$ cat src/rtl/memsync_pkg.sv
package memsync_pkg;
  typedef enum logic [1:0] {
    KIND_SCALAR_AFTER_VEC = 2'b00,
    KIND_VEC_AFTER_SCALAR = 2'b01,
    KIND_VEC_AFTER_VEC    = 2'b10,
    KIND_ELEM_AFTER_ELEM  = 2'b11
  } sync_kind_e;

  localparam int UNIT_SCALAR = 0;
  localparam int UNIT_VECTOR = 1;
  localparam int NUM_UNITS   = 2;
endpackage

$ cat src/rtl/mem_inflight_ctr.sv
module mem_inflight_ctr #(
  parameter int CNT_W = 10
) (
  input  logic             clk,
  input  logic             rst,
  input  logic             issue_i,
  input  logic             commit_i,
  output logic [CNT_W-1:0] count_o,
  output logic             underflow_o
);
  localparam logic [CNT_W-1:0] CNT_MAX = '1;

  logic [CNT_W-1:0] cnt_q;

  always_ff @(posedge clk) begin
    if (rst) begin
      cnt_q <= '0;
    end else if (issue_i && !commit_i && cnt_q != CNT_MAX) begin
      cnt_q <= cnt_q + 1'b1;
    end else if (commit_i && !issue_i && cnt_q != '0) begin
      cnt_q <= cnt_q - 1'b1;
    end
  end

  assign count_o     = cnt_q;
  assign underflow_o = commit_i && !issue_i && (cnt_q == '0);


  issue_commit_same_chk: assert property (@(posedge clk) disable iff (rst)
    (issue_i && commit_i) |=> $stable(cnt_q));


  no_underflow_chk: assert property (@(posedge clk) disable iff (rst)
    (commit_i && !issue_i && cnt_q == '0) |=> (cnt_q == '0));
endmodule

$ cat src/rtl/sync_drain_tracker.sv
module sync_drain_tracker #(
  parameter int CNT_W = 10
) (
  input  logic             clk,
  input  logic             rst,
  input  logic             start_i,
  input  logic             watch_vec_i,
  input  logic [CNT_W-1:0] load_i,
  input  logic             sc_commit_i,
  input  logic             vec_commit_i,
  output logic             pending_o,
  output logic             done_o
);
  logic             pending_q;
  logic             watch_vec_q;
  logic [CNT_W-1:0] left_q;
  logic             commit_w;

  assign commit_w = watch_vec_q ? vec_commit_i : sc_commit_i;

  always_ff @(posedge clk) begin
    if (rst) begin
      pending_q   <= 1'b0;
      watch_vec_q <= 1'b0;
      left_q      <= '0;
    end else if (start_i) begin
      pending_q   <= 1'b1;
      watch_vec_q <= watch_vec_i;
      left_q      <= load_i;
    end else if (pending_q) begin
      if (left_q == '0) begin
        pending_q <= 1'b0;
      end else if (commit_w) begin
        left_q <= left_q - 1'b1;
      end
    end
  end

  assign pending_o = pending_q;
  assign done_o    = pending_q && (left_q == '0);


  drain_step_chk: assert property (@(posedge clk) disable iff (rst)
    (pending_q && left_q != '0 && commit_w) |=> (left_q == $past(left_q) - 1'b1));


  drain_release_chk: assert property (@(posedge clk) disable iff (rst)
    done_o |=> !pending_q);
endmodule

$ cat src/rtl/stall_cycle_ctr.sv
module stall_cycle_ctr #(
  parameter int STALL_W = 32
) (
  input  logic               clk,
  input  logic               rst,
  input  logic               hold_i,
  output logic [STALL_W-1:0] cycles_o
);
  localparam logic [STALL_W-1:0] SAT_VAL = '1;

  logic [STALL_W-1:0] cyc_q;

  always_ff @(posedge clk) begin
    if (rst) begin
      cyc_q <= '0;
    end else if (hold_i && cyc_q != SAT_VAL) begin
      cyc_q <= cyc_q + 1'b1;
    end
  end

  assign cycles_o = cyc_q;


  stall_step_chk: assert property (@(posedge clk) disable iff (rst)
    (hold_i && cyc_q != SAT_VAL) |=> (cyc_q == $past(cyc_q) + 1'b1));


  stall_idle_chk: assert property (@(posedge clk) disable iff (rst)
    (!hold_i || cyc_q == SAT_VAL) |=> $stable(cyc_q));
endmodule

$ cat src/rtl/memsync_stall_unit.sv
module memsync_stall_unit
  import memsync_pkg::*;
#(
  parameter int CNT_W   = 10,
  parameter int STALL_W = 32
) (
  input  logic               clk,
  input  logic               rst,
  input  logic               sync_req,
  input  logic [1:0]         sync_kind,
  input  logic               sc_issue,
  input  logic               sc_commit,
  input  logic               vec_issue,
  input  logic               vec_commit,
  output logic               fetch_hold,
  output logic               sync_done,
  output logic               mem_err,
  output logic [STALL_W-1:0] stall_cycles
);
  logic [NUM_UNITS-1:0] issue_w;
  logic [NUM_UNITS-1:0] commit_w;
  logic [NUM_UNITS-1:0] underflow_w;
  logic [CNT_W-1:0]     count_w [NUM_UNITS];

  assign issue_w[UNIT_SCALAR]  = sc_issue;
  assign issue_w[UNIT_VECTOR]  = vec_issue;
  assign commit_w[UNIT_SCALAR] = sc_commit;
  assign commit_w[UNIT_VECTOR] = vec_commit;

  for (genvar u = 0; u < NUM_UNITS; u++) begin : g_unit
    mem_inflight_ctr #(.CNT_W(CNT_W)) i_ctr (
      .clk        (clk),
      .rst        (rst),
      .issue_i    (issue_w[u]),
      .commit_i   (commit_w[u]),
      .count_o    (count_w[u]),
      .underflow_o(underflow_w[u])
    );
  end

  sync_kind_e       kind;
  logic             pending;
  logic             drain_done;
  logic             accept;
  logic             free_kind;
  logic             watch_vec;
  logic [CNT_W-1:0] watched_cnt;
  logic             watched_commit;
  logic             needs_wait;
  logic             instant_done;
  logic [CNT_W-1:0] load_val;
  logic             err_q;

  always_comb begin
    kind           = sync_kind_e'(sync_kind);
    accept         = sync_req && !pending;
    free_kind      = (kind == KIND_VEC_AFTER_VEC) || (kind == KIND_ELEM_AFTER_ELEM);
    watch_vec      = (kind == KIND_SCALAR_AFTER_VEC);
    watched_cnt    = watch_vec ? count_w[UNIT_VECTOR] : count_w[UNIT_SCALAR];
    watched_commit = watch_vec ? vec_commit : sc_commit;
    needs_wait     = accept && !free_kind && (watched_cnt != '0);
    instant_done   = accept && !needs_wait;
    load_val       = watched_cnt - {{(CNT_W-1){1'b0}}, watched_commit};
  end

  sync_drain_tracker #(.CNT_W(CNT_W)) i_drain (
    .clk         (clk),
    .rst         (rst),
    .start_i     (needs_wait),
    .watch_vec_i (watch_vec),
    .load_i      (load_val),
    .sc_commit_i (sc_commit),
    .vec_commit_i(vec_commit),
    .pending_o   (pending),
    .done_o      (drain_done)
  );

  stall_cycle_ctr #(.STALL_W(STALL_W)) i_stall (
    .clk     (clk),
    .rst     (rst),
    .hold_i  (pending),
    .cycles_o(stall_cycles)
  );

  always_ff @(posedge clk) begin
    if (rst) begin
      err_q <= 1'b0;
    end else if (|underflow_w) begin
      err_q <= 1'b1;
    end
  end

  assign fetch_hold = pending;
  assign sync_done  = instant_done || drain_done;
  assign mem_err    = err_q;


  free_kind_done_chk: assert property (@(posedge clk) disable iff (rst)
    (sync_req && !fetch_hold && sync_kind[1]) |-> (sync_done ##1 !fetch_hold));


  idle_unit_done_chk: assert property (@(posedge clk) disable iff (rst)
    (sync_req && !fetch_hold && !sync_kind[1] && watched_cnt == '0) |-> sync_done);


  hold_until_done_chk: assert property (@(posedge clk) disable iff (rst)
    (fetch_hold && !sync_done) |=> fetch_hold);


  release_after_done_chk: assert property (@(posedge clk) disable iff (rst)
    (fetch_hold && sync_done) |=> !fetch_hold);


  err_sticky_chk: assert property (@(posedge clk) disable iff (rst)
    mem_err |=> mem_err);
endmodule

$ cat config.mk
export PLATFORM = sky130hd
export DESIGN_NAME = memsync_stall_unit
export DESIGN_NICKNAME = d
export VERILOG_FILES = /design/src/rtl/memsync_pkg.sv /design/src/rtl/mem_inflight_ctr.sv /design/src/rtl/sync_drain_tracker.sv /design/src/rtl/stall_cycle_ctr.sv /design/src/rtl/memsync_stall_unit.sv
export SDC_FILE = /design/constraint.sdc
export NUM_CORES = 1
export LEC_CHECK = 0
export BUFFER_PORTS_ARGS = -buffer_cell sky130_fd_sc_hd__buf_4
export CELL_PAD_IN_SITES_DETAIL_PLACEMENT = 1
export CELL_PAD_IN_SITES_GLOBAL_PLACEMENT = 1
export CORE_MARGIN = 2
export CORE_UTILIZATION = 40
export CTS_BUF_LIST = sky130_fd_sc_hd__clkbuf_4 sky130_fd_sc_hd__clkbuf_8 sky130_fd_sc_hd__clkbuf_16
export CTS_CLUSTER_DIAMETER = 80
export DETAILED_ROUTE_END_ITERATION = 8
export GPL_ROUTABILITY_DRIVEN = 0
export PLACE_DENSITY_LB_ADDON = 0.25
export SETUP_SLACK_MARGIN = 0.5
export SYNTH_ARGS = -nofsm -noshare
export SYNTH_HDL_FRONTEND = slang
export SYNTH_SLANG_ARGS = --single-unit
$ cat constraint.sdc
create_clock -name clk -period 6.7 [get_ports clk]
set_clock_uncertainty 0.15 [all_clocks]
set_input_delay 1.005 -clock clk [delete_from_list [all_inputs] [get_ports clk]]
set_output_delay 1.005 -clock clk [all_outputs]
set_load 0.02 [all_outputs]
==> results of run 1 <==
==> logic make-up after synthesis <==
| kind of cell | synth area share (%) |
|---|---|
| simple gates | 29.0 |
| compound gates | 20.7 |
| flops | 29.5 |
| buf+inv | 4.03 |
| xor+xnor | 6.36 |
| fa+ha+maj | 6.59 |
| mux | 3.80 |
==> metrics by stage <==
stage | power, mW | hold slack, ns | util (%) | std cells
after floorplan | 0.891 | 0.307 | - | 548
after global placement | 1.01 | 0.322 | 44.8 | 714
after detailed placement | 1.03 | 0.352 | 44.8 | 714
after CTS | 1.39 | 0.362 | 46.7 | 729
after global routing | 1.48 | 0.392 | 46.7 | 729
final | 1.38 | 0.354 | 46.7 | 729
==> cell usage after synthesis, drive strengths merged (5+ instances only) <==
cell type	n
xnor2	29
a21oi	30
or4	11
and4	9
nor2	59
and3	5
or3	8
mux2	6
nand4	18
mux2i	10
nand3	23
o211ai	8
nor4	12
nand2	49
ha	20
a2111oi	7
clkbuf	11
buf	9
inv	22
nor3	22
nor2b	8
o21ai	14
a31oi	9
dfxtp	65
a211oi	15
==> power groups by stage <==
stage	sequential, mW	combinational [mW]	clock, mW
2_1_floorplan	0.492	0.398	0
3_3_place_gp	0.519	0.491	0
3_5_place_dp	0.520	0.511	0
4_1_cts	0.512	0.515	0.360
5_1_grt	0.522	0.582	0.379
6_report	0.514	0.515	0.353
==> registers in the layout (all words and copies together) (netlist names) <==
signal                cells
i_stall.cycles_o         32
g_unit.i_ctr.count_o     20
i_drain.left_q           10
i_drain.pending_o         1
i_drain.watch_vec_q       1
mem_err                   1
==> per-layer routing <==
metal  global-route usage, %  routed length (microns)
met1                    28.7                     5950
met2                    37.0                     5970
met3                    4.54                      398
met4                    10.2                      320
met5                       0                        0
==> path summary, 6_finish.rpt <==
check / from / endpoint
max: sync_kind[0] / i_drain.left_q[8]
min: i_drain.left_q[0] / i_drain.left_q[0]
max reg2reg: g_unit[1].i_ctr.count_o[2] / g_unit[1].i_ctr.count_o[8]
min reg2reg: i_drain.left_q[0] / i_drain.left_q[0]
==> final cells by class <==
type                       count  share of cell area [%]
clock inverter                 3                   0.795
multi-input combinational    440                    58.2
timing repair buffer          46                    6.86
inverter                      23                    1.71
tap                          140                    3.48
sequential                    65                    25.8
clock buffer                  12                    3.16
==> worst min-delay path, stage by stage, from the launching register on <==
cell      delay (ns)
dfxtp_1         0.33
nand2_1         0.06
a221oi_1        0.06
==> flow_metrics.tcl, run 1 <==
set metrics [dict create \
    status "finished clean" \
    p_leak_nw 1.92 \
    synth_edf_count 0 \
    finalCritPeriodShare_pct 54.1 \
    post_cts_buffers 0 \
    worst_path_dominant_cell_family "simple AND/OR/NAND/NOR gates" \
    yosysSeqAreaShare_pct 29.5 \
    die_x_microns 109 \
    reg2reg_depth 10 \
    setup_slack_ns 3.07 \
    wl_microns 12600 \
    ctsHoldBuffers 0 \
    synth.avg_cell_area_sq_um 8.04 \
    crit_required_ns 6.80 \
    cts_buffers 9 \
    ys_types 68 \
    coreArea_sq_mm 0.0108 \
    start_kind "input pin" \
    ys_seq_elements 65 \
    synth_cells 548 \
    antenna_cells 0 \
    worst-path-stages 9 \
    multi_input_area_sq_mm 0.00293 \
    start_util_pct 40.8 \
    dp_hpwl_microns 9150 \
    layout.cells.most_common "dfxtp_1" \
    max_freq_mhz 276 \
    drtIter0Drc 239 \
    p_switching_uw 540 \
    die_area_sq_mm 0.0119 \
    finalMaxSlewViolations 0 \
    grt_pass1_wl_microns 21200 \
    placed_cell_area_sq_mm 0.00484 \
    setup_viol 0 \
    drv_cap 0 \
    synthDominantCellAreaShare_pct 29.5 \
    root_buffer "clkbuf_8" \
    drc_errors 0 \
    num_vias 4303 \
    post_cts_resized 0 \
    tns_ns 0 \
    hold_viol 0 \
    io_pins 44 \
    nets 616 \
    path_clk_slew_ns 0.08 \
    whs_path_depth 2 \
    yosys_warnings 0 \
    cts_tree "done" \
    area_growth_pct 14.2 \
    peakVddDrop_uv 132 \
    slowest_stage "nor2_1" \
    synth-async-reset-ratio_pct 0 \
    path_cells "buf_4, nor2_1, mux2i_1, ha_1, ha_1, inv_1, o31a_1, nor3_1, o31ai_1" \
    final_area_sq_mm 0.00504 \
    nFillCells 1307 \
    track_usage_pct 22.6 \
    critPathCaptureType "flop" \
    layout-drive-gt1-share_pct 13.8 \
    io_buffers 43 \
    row_count 38 \
    wl_per_cell_microns 17.3 \
    critPathBufInv 2 \
    worst_pin_slew_ns 1.15 \
    crit_type "in2reg" \
    post-route-min-period_ns 3.63 \
    grt_pass1_vias 4315 \
    yosys-top-cells-area "dfxtp_1 (30%), xnor2_1 (5.8%), ha_1 (5.7%)" \
    rrSetupSlack_ns 3.78 \
    power_frac_seq_pct 37.2 \
    pwr-share-comb_pct 37.3 \
    grt_max_degree 70 \
    clk_latency_ns 0.36 \
    drt_pass1_iterations 6 \
    netlist_area_sq_mm 0.00441 \
    clkPwrFrac_pct 25.6 \
    synth_flop_cell "dfxtp_1" \
    rsz0062_at_grt "false" \
    synth_top_cell_by_area "dfxtp_1" \
    cts_num_sinks 65 \
    antenna_found_initial 0 \
    power.density_mw_per_mm2 274 \
    die_h_microns 109 \
    cpMostUsedCell "ha_1" \
    mostFrequentLayoutCells "dfxtp_1 (65), nor2_1 (59), nand2_1 (49)" \
    htree_levels 3 \
    grt_overflow_total 0 \
    p_sw_share_pct 39.1 \
    postRouteAntennaNets 0 \
    post-place-ws_ns 2.69 \
    vias_per_cell 5.90 \
    worstPathArrival_ns 3.73 \
    slowest_delay_ns 0.86 \
    hp-class "reg2reg" \
    crit_fanout 15 \
    slew_headroom_pct 22.9 \
    internal_power_uw 842 \
    synth_nets 579 \
    seq_area_sq_mm 0.00130 \
    clockBufferDepth 2 \
]
(Power assumes the default switching activity.)
==> run 2: changes to the inputs <==
==> constraint.sdc (replaced) <==
create_clock -name clk -period 3.25 [get_ports clk]
set_clock_uncertainty 0.15 [all_clocks]
set_input_delay 0.4875 -clock clk [delete_from_list [all_inputs] [get_ports clk]]
set_output_delay 0.4875 -clock clk [all_outputs]
set_load 0.02 [all_outputs]
==> flow_metrics.tcl, run 2 (synthesis gave the netlist of run 1 again) <==
set metrics [dict create \
    status "finished clean" \
    nets 628 \
    pwr-share-comb_pct 39.3 \
    max_freq_mhz 370 \
    crit_fanout 6 \
    cts_buffers 9 \
    place_inst 724 \
    clk_latency_ns 0.37 \
    internal_power_mw 1.88 \
    die_x_microns 109 \
    grt_overflow_total 0 \
    worstPathArrival_ns 2.85 \
    hp-class "in2reg" \
    crit_type "reg2reg" \
    num_vias 4405 \
    antenna_found_initial 0 \
    coreArea_sq_mm 0.0108 \
    dp_hpwl_microns 9710 \
    drtIter0Drc 220 \
    final_area_sq_mm 0.00532 \
    wl_microns 13500 \
    finalCritPeriodShare_pct 83.1 \
    io_pins 44 \
    htree_levels 3 \
    layout.cells.most_common "nor2_1" \
    placed_cell_area_sq_mm 0.00494 \
    clockBufferDepth 2 \
    post-route-min-period_ns 2.70 \
    tns_ns 0 \
    layout-drive-gt1-share_pct 21.0 \
    cts_tree "done" \
    drv_cap 0 \
    row_count 38 \
    p_leak_nw 2.05 \
    die_area_sq_mm 0.0119 \
    critPathCaptureType "flop" \
    grt_pass1_wl_microns 22300 \
    worst_pin_slew_ns 0.772 \
    grt_pass1_vias 4529 \
    antenna_cells 0 \
    peakVddDrop_uv 309 \
    start_util_pct 40.8 \
    grt_max_degree 69 \
    io_buffers 43 \
    postRouteAntennaNets 0 \
    track_usage_pct 23.8 \
    setup_viol 0 \
    p_sw_share_pct 38.7 \
    wl_per_cell_microns 18.2 \
    power.density_mw_per_mm2 576 \
    area_growth_pct 20.8 \
    power_frac_seq_pct 34.7 \
    hold_viol 0 \
    p_switching_mw 1.19 \
    slew_headroom_pct 48.3 \
    vias_per_cell 5.94 \
    rsz0062_at_grt "true" \
    crit_required_ns 3.40 \
    fin_cells 741 \
    largest_register_ffs 32 \
    mostFrequentLayoutCells "nor2_1 (58), buf_4 (56), nand2_1 (49), dfxtp_1 (49), a21oi_1 (30)" \
    path_clk_slew_ns 0.07 \
    root_buffer "clkbuf_8" \
    die_h_microns 109 \
    drt_pass1_iterations 4 \
    reg2reg_depth 9 \
    clkPwrFrac_pct 25.9 \
    whs_path_depth 2 \
    finalMaxSlewViolations 0 \
    start_kind "flop" \
    cts_num_sinks 65 \
    drc_errors 0 \
]
run 2: cell types whose count changed in the layout (fill, tap and decap cells not counted), sizes merged:
cell,delta
buf,+12
bufinv,+1
clkinv,-1
run 2: timing repair:
item / in CTS / in global routing
buffers inserted: 0 / 2
endpoints found under the setup margin: 5 / 18
pin swaps: 0 / 6
hold buffers: 0 / 0
gates resized for setup: 16 / 31
run 2: critical path, cell delays in order, from the launching register on:
cell      delay [ns]
dfxtp_4         0.42
nand4_1         0.18
o311ai_4        0.39
buf_4           0.19
ha_4            0.20
a211oi_4        0.28
o21bai_2        0.13
o21ba_2         0.20
or3_1           0.36
a21oi_1         0.14
run 2: per-stage QoR:
step / setup slack [ns] / util, % / power, mW / hold slack [ns]
after floorplan: 0.443 / - / 1.84 / 0.307
after global placement: 0.494 / 45.8 / 2.11 / 0.319
after detailed placement: 0.397 / 45.8 / 2.16 / 0.338
after CTS: 0.491 / 48.2 / 2.99 / 0.195
after global routing: 0.436 / 49.3 / 3.26 / 0.220
final: 0.550 / 49.3 / 3.07 / 0.207
run 2: worst paths after layout:
path / startpoint / end / slack [ns]
max: g_unit[1].i_ctr.count_o[0] / g_unit[1].i_ctr.count_o[5] / 0.55
min: sync_kind[0] / i_drain.watch_vec_q / 0.21
max reg2reg: g_unit[1].i_ctr.count_o[0] / g_unit[1].i_ctr.count_o[5] / 0.55
min reg2reg: i_drain.watch_vec_q / i_drain.watch_vec_q / 0.36
run 2: layout make-up:
class                   count  area, sq um
repair buffers             58          443
clock buffers              12          153
inverters                  23         86.3
flip-flops and latches     65         1330
well taps                 140          175
multi-input cells         440         3070
clock inverters             3         65.1
fillers                  1284         5470
run 2: metal layers:
layer / vias up / GRT usage [%] / wire (microns)
li1: 2161 / - / -
met3: 24 / 4.12 / 491
met5: - / 0 / 0
met4: 0 / 9.43 / 265
met1: 2147 / 29.7 / 6030
met2: 73 / 40.6 / 6700
run 2: power by group through the flow:
stage          Combinational (mW)  Sequential (mW)  Clock, mW
3_5_place_dp                 1.11             1.05          0
5_1_grt                      1.34             1.08      0.843
2_1_floorplan               0.824             1.01          0
6_report                     1.21             1.07      0.796
3_3_place_gp                 1.07             1.04          0
4_1_cts                      1.14             1.04      0.813
==> run 3: changes to the inputs <==
--- a/config.mk
+++ b/config.mk
@@ -5,11 +5,12 @@
 export SDC_FILE = /design/constraint.sdc
 export NUM_CORES = 1
 export LEC_CHECK = 0
+export ABC_AREA = 1
 export BUFFER_PORTS_ARGS = -buffer_cell sky130_fd_sc_hd__buf_4
 export CELL_PAD_IN_SITES_DETAIL_PLACEMENT = 1
 export CELL_PAD_IN_SITES_GLOBAL_PLACEMENT = 1
 export CORE_MARGIN = 2
-export CORE_UTILIZATION = 40
+export CORE_UTILIZATION = 38
 export CTS_BUF_LIST = sky130_fd_sc_hd__clkbuf_4 sky130_fd_sc_hd__clkbuf_8 sky130_fd_sc_hd__clkbuf_16
 export CTS_CLUSTER_DIAMETER = 80
 export DETAILED_ROUTE_END_ITERATION = 8
==> constraint.sdc (replaced) <==
create_clock -name clk -period 2.4 [get_ports clk]
set_clock_uncertainty 0.15 [all_clocks]
set_input_delay 0.36 -clock clk [delete_from_list [all_inputs] [get_ports clk]]
set_output_delay 0.36 -clock clk [all_outputs]
set_load 0.02 [all_outputs]
==> flow_metrics.tcl, run 3 <==
set metrics [dict create \
    crit_type "reg2reg" \
    synth_edf_count 0 \
    cpMostUsedCell "nand2_2" \
    drtIter0Drc 561 \
    finalCritPeriodShare_pct 108 \
    start_kind "flop" \
    synthDominantCellAreaShare_pct 27.8 \
    synth.avg_cell_area_sq_um 6.24 \
    ys_types 38 \
    synth_top_cell_by_area "dfxtp_1" \
    synth_flop_cell "dfxtp_1" \
    area_growth_pct 68.6 \
    p_leak_nw 3.32 \
    start_util_pct 39.0 \
    dp_hpwl_microns 11900 \
    die_area_sq_mm 0.0132 \
    hold_slack_ns 0.115 \
    layout-drive-gt1-share_pct 49.8 \
    wl_per_cell_microns 26.2 \
    crit_required_ns 2.52 \
    finalMaxSlewViolations 0 \
    path_clk_slew_ns 0.07 \
    slowest_delay_ns 0.36 \
    ys_seq_elements 65 \
    synth_nets 782 \
    synth_cells 751 \
    grt_max_degree 28 \
    die_x_microns 115 \
    final_area_sq_mm 0.00791 \
    rsz0062_at_grt "true" \
    nets 940 \
    grt_pass1_wl_microns 32800 \
    drv_cap 0 \
    synth_most_common_cell "nand2_1" \
    row_count 40 \
    max_freq_mhz 385 \
    crit_fanout 5 \
    slowest_stage "dfxtp_2" \
    cts_buffers 9 \
    grt_overflow_total 0 \
    placed_cell_area_sq_mm 0.00557 \
    num_vias 6490 \
    post-place-ws_ns -0.130 \
    mostFrequentLayoutCells "nand2_1 (165), buf_4 (120), inv_1 (65)" \
    setup_slack_ns -0.197 \
    die_h_microns 115 \
    htree_levels 3 \
    nFillCells 1442 \
    critPathCaptureType "flop" \
    wl_microns 27800 \
    cts_tree "done" \
    clk_latency_ns 0.37 \
    worstPathArrival_ns 2.71 \
    root_buffer "clkbuf_16" \
    p_total_mw 5.44 \
    antenna_found_initial 0 \
    antenna_cells 0 \
    violations "negative setup slack" \
    io_buffers 43 \
    slew_headroom_pct 59.2 \
    layout.cells.most_common "nand2_1" \
    netlist_area_sq_mm 0.00469 \
    peakVddDrop_uv 422 \
    drt_pass1_iterations 5 \
    grt_pass1_vias 6341 \
    hold_viol 0 \
    yosys-top-cells-area "dfxtp_1 (28%), nand2_1 (17%), inv_1 (7.1%)" \
    path_cells "inv_1, nor3_2, nand4_1, nand3_4, buf_4, ha_4, a21o_1, inv_2, o21ai_2, a21oi_4, nand2_2, nand2_2, nand3_2, nand2_1, nor2_1" \
    ctsHoldBuffers 0 \
    setup_viol 10 \
    track_usage_pct 31.9 \
    coreArea_sq_mm 0.0120 \
    clockBufferDepth 2 \
    vias_per_cell 6.12 \
    synth_common_cells "nand2_1 (218), inv_1 (89), nor2_1 (74)" \
    worst_pin_slew_ns 0.605 \
    hp-class "in2reg" \
    io_pins 44 \
    cts_num_sinks 65 \
    status "complete, but fails checks" \
    drc_errors 0 \
    largest_register_ffs 32 \
    synth-async-reset-ratio_pct 0 \
    yosysSeqAreaShare_pct 27.8 \
    yosys_warnings 0 \
    postRouteAntennaNets 0 \
    power.density_mw_per_mm2 689 \
    post-route-min-period_ns 2.60 \
]
## run 3: cell count changes after synthesis, sizes merged, moves of 9 or more
cell / delta
or4: -11
mux2i: -10
nor4: -9
inv: +69
a211oi: -14
and4: -9
a21oi: +34
xnor2: -20
a31oi: -9
o21ai: +42
nor2: +19
nand2: +177
nand3: +22
xor2: +18
## run 3: final timing paths
path | start | end | slack [ns] | depth (start not counted)
worst min-delay path | sync_kind[0] | i_drain.watch_vec_q | 0.11 | 2
worst max register to register | g_unit[1].i_ctr.count_o[5] | g_unit[1].i_ctr.count_o[9] | -0.20 | 15
worst min register to register | i_stall.cycles_o[0] | i_stall.cycles_o[0] | 0.33 | 1
worst max-delay path | g_unit[1].i_ctr.count_o[5] | g_unit[1].i_ctr.count_o[9] | -0.20 | 15
## run 3: cells by family after synthesis
group                      after synthesis  share of synthesized area (%)
buffers and inverters                  109                           9.53
AOI/OAI and AO/OA                      127                           14.2
adders and majority gates               22                           6.19
xor gates and xnor gates                30                           5.60
and+or+nand+nor                        398                           36.7
DFF                                     65                           27.8
## run 3: critical path, delay by kind of cell, from the launching register on
kind | cells | cell delay (ns)
AND/OR/NAND/NOR | 8 | 0.96
buffers and inverters | 3 | 0.31
adder cells (fa/ha/maj) | 1 | 0.22
AO/OA/AOI/OAI | 3 | 0.47
flip-flops | 1 | 0.36
## run 3: final cells by class
| class | count | area [sq um] | area share [%] |
|---|---|---|---|
| Clock inverter | 3 | 15.0 | 0.190 |
| Sequential cell | 65 | 1390 | 17.5 |
| Tap cell | 147 | 184 | 2.33 |
| Clock buffer | 13 | 268 | 3.39 |
| Inverter | 92 | 373 | 4.72 |
| Multi-Input combinational cell | 582 | 4230 | 53.5 |
| Timing Repair Buffer | 159 | 1450 | 18.3 |
## run 3: timing repair
action | 4_1_cts | 5_1_grt
buffers inserted | 47 | 31
gates cloned | 6 | 4
resized for setup | 142 | 209
endpoints found under the hold margin | 0 | 0
pin swaps | 61 | 92
setup endpoints to repair | 63 | 65
## run 3: through the flow
| step | util (%) | instances | TNS [ns] |
|---|---|---|---|
| 2_1_floorplan | - | 751 | 0 |
| 3_3_place_gp | 46.4 | 957 | -0.0139 |
| 3_5_place_dp | 46.4 | 957 | -0.407 |
| 4_1_cts | 57.2 | 1026 | 0 |
| 5_1_grt | 65.8 | 1061 | -2.19 |
| 6_report | 65.8 | 1061 | -1.03 |
## run 3: power breakdown
part           leakage, nW  switching, mW  internal, mW
Clock                0.146          0.607         0.776
Combinational         2.62           1.59          1.17
Sequential           0.553          0.118          1.18
Total                 3.32           2.32          3.13
## run 3: metal layers
metal / GRT usage [%] / vias to the layer above / wire, microns
met2: 57.3 / 409 / 13900
li1: - / 2752 / -
met4: 18.9 / 0 / 2160
met1: 35.6 / 3169 / 10000
met5: 0 / - / 0
met3: 5.01 / 160 / 1740
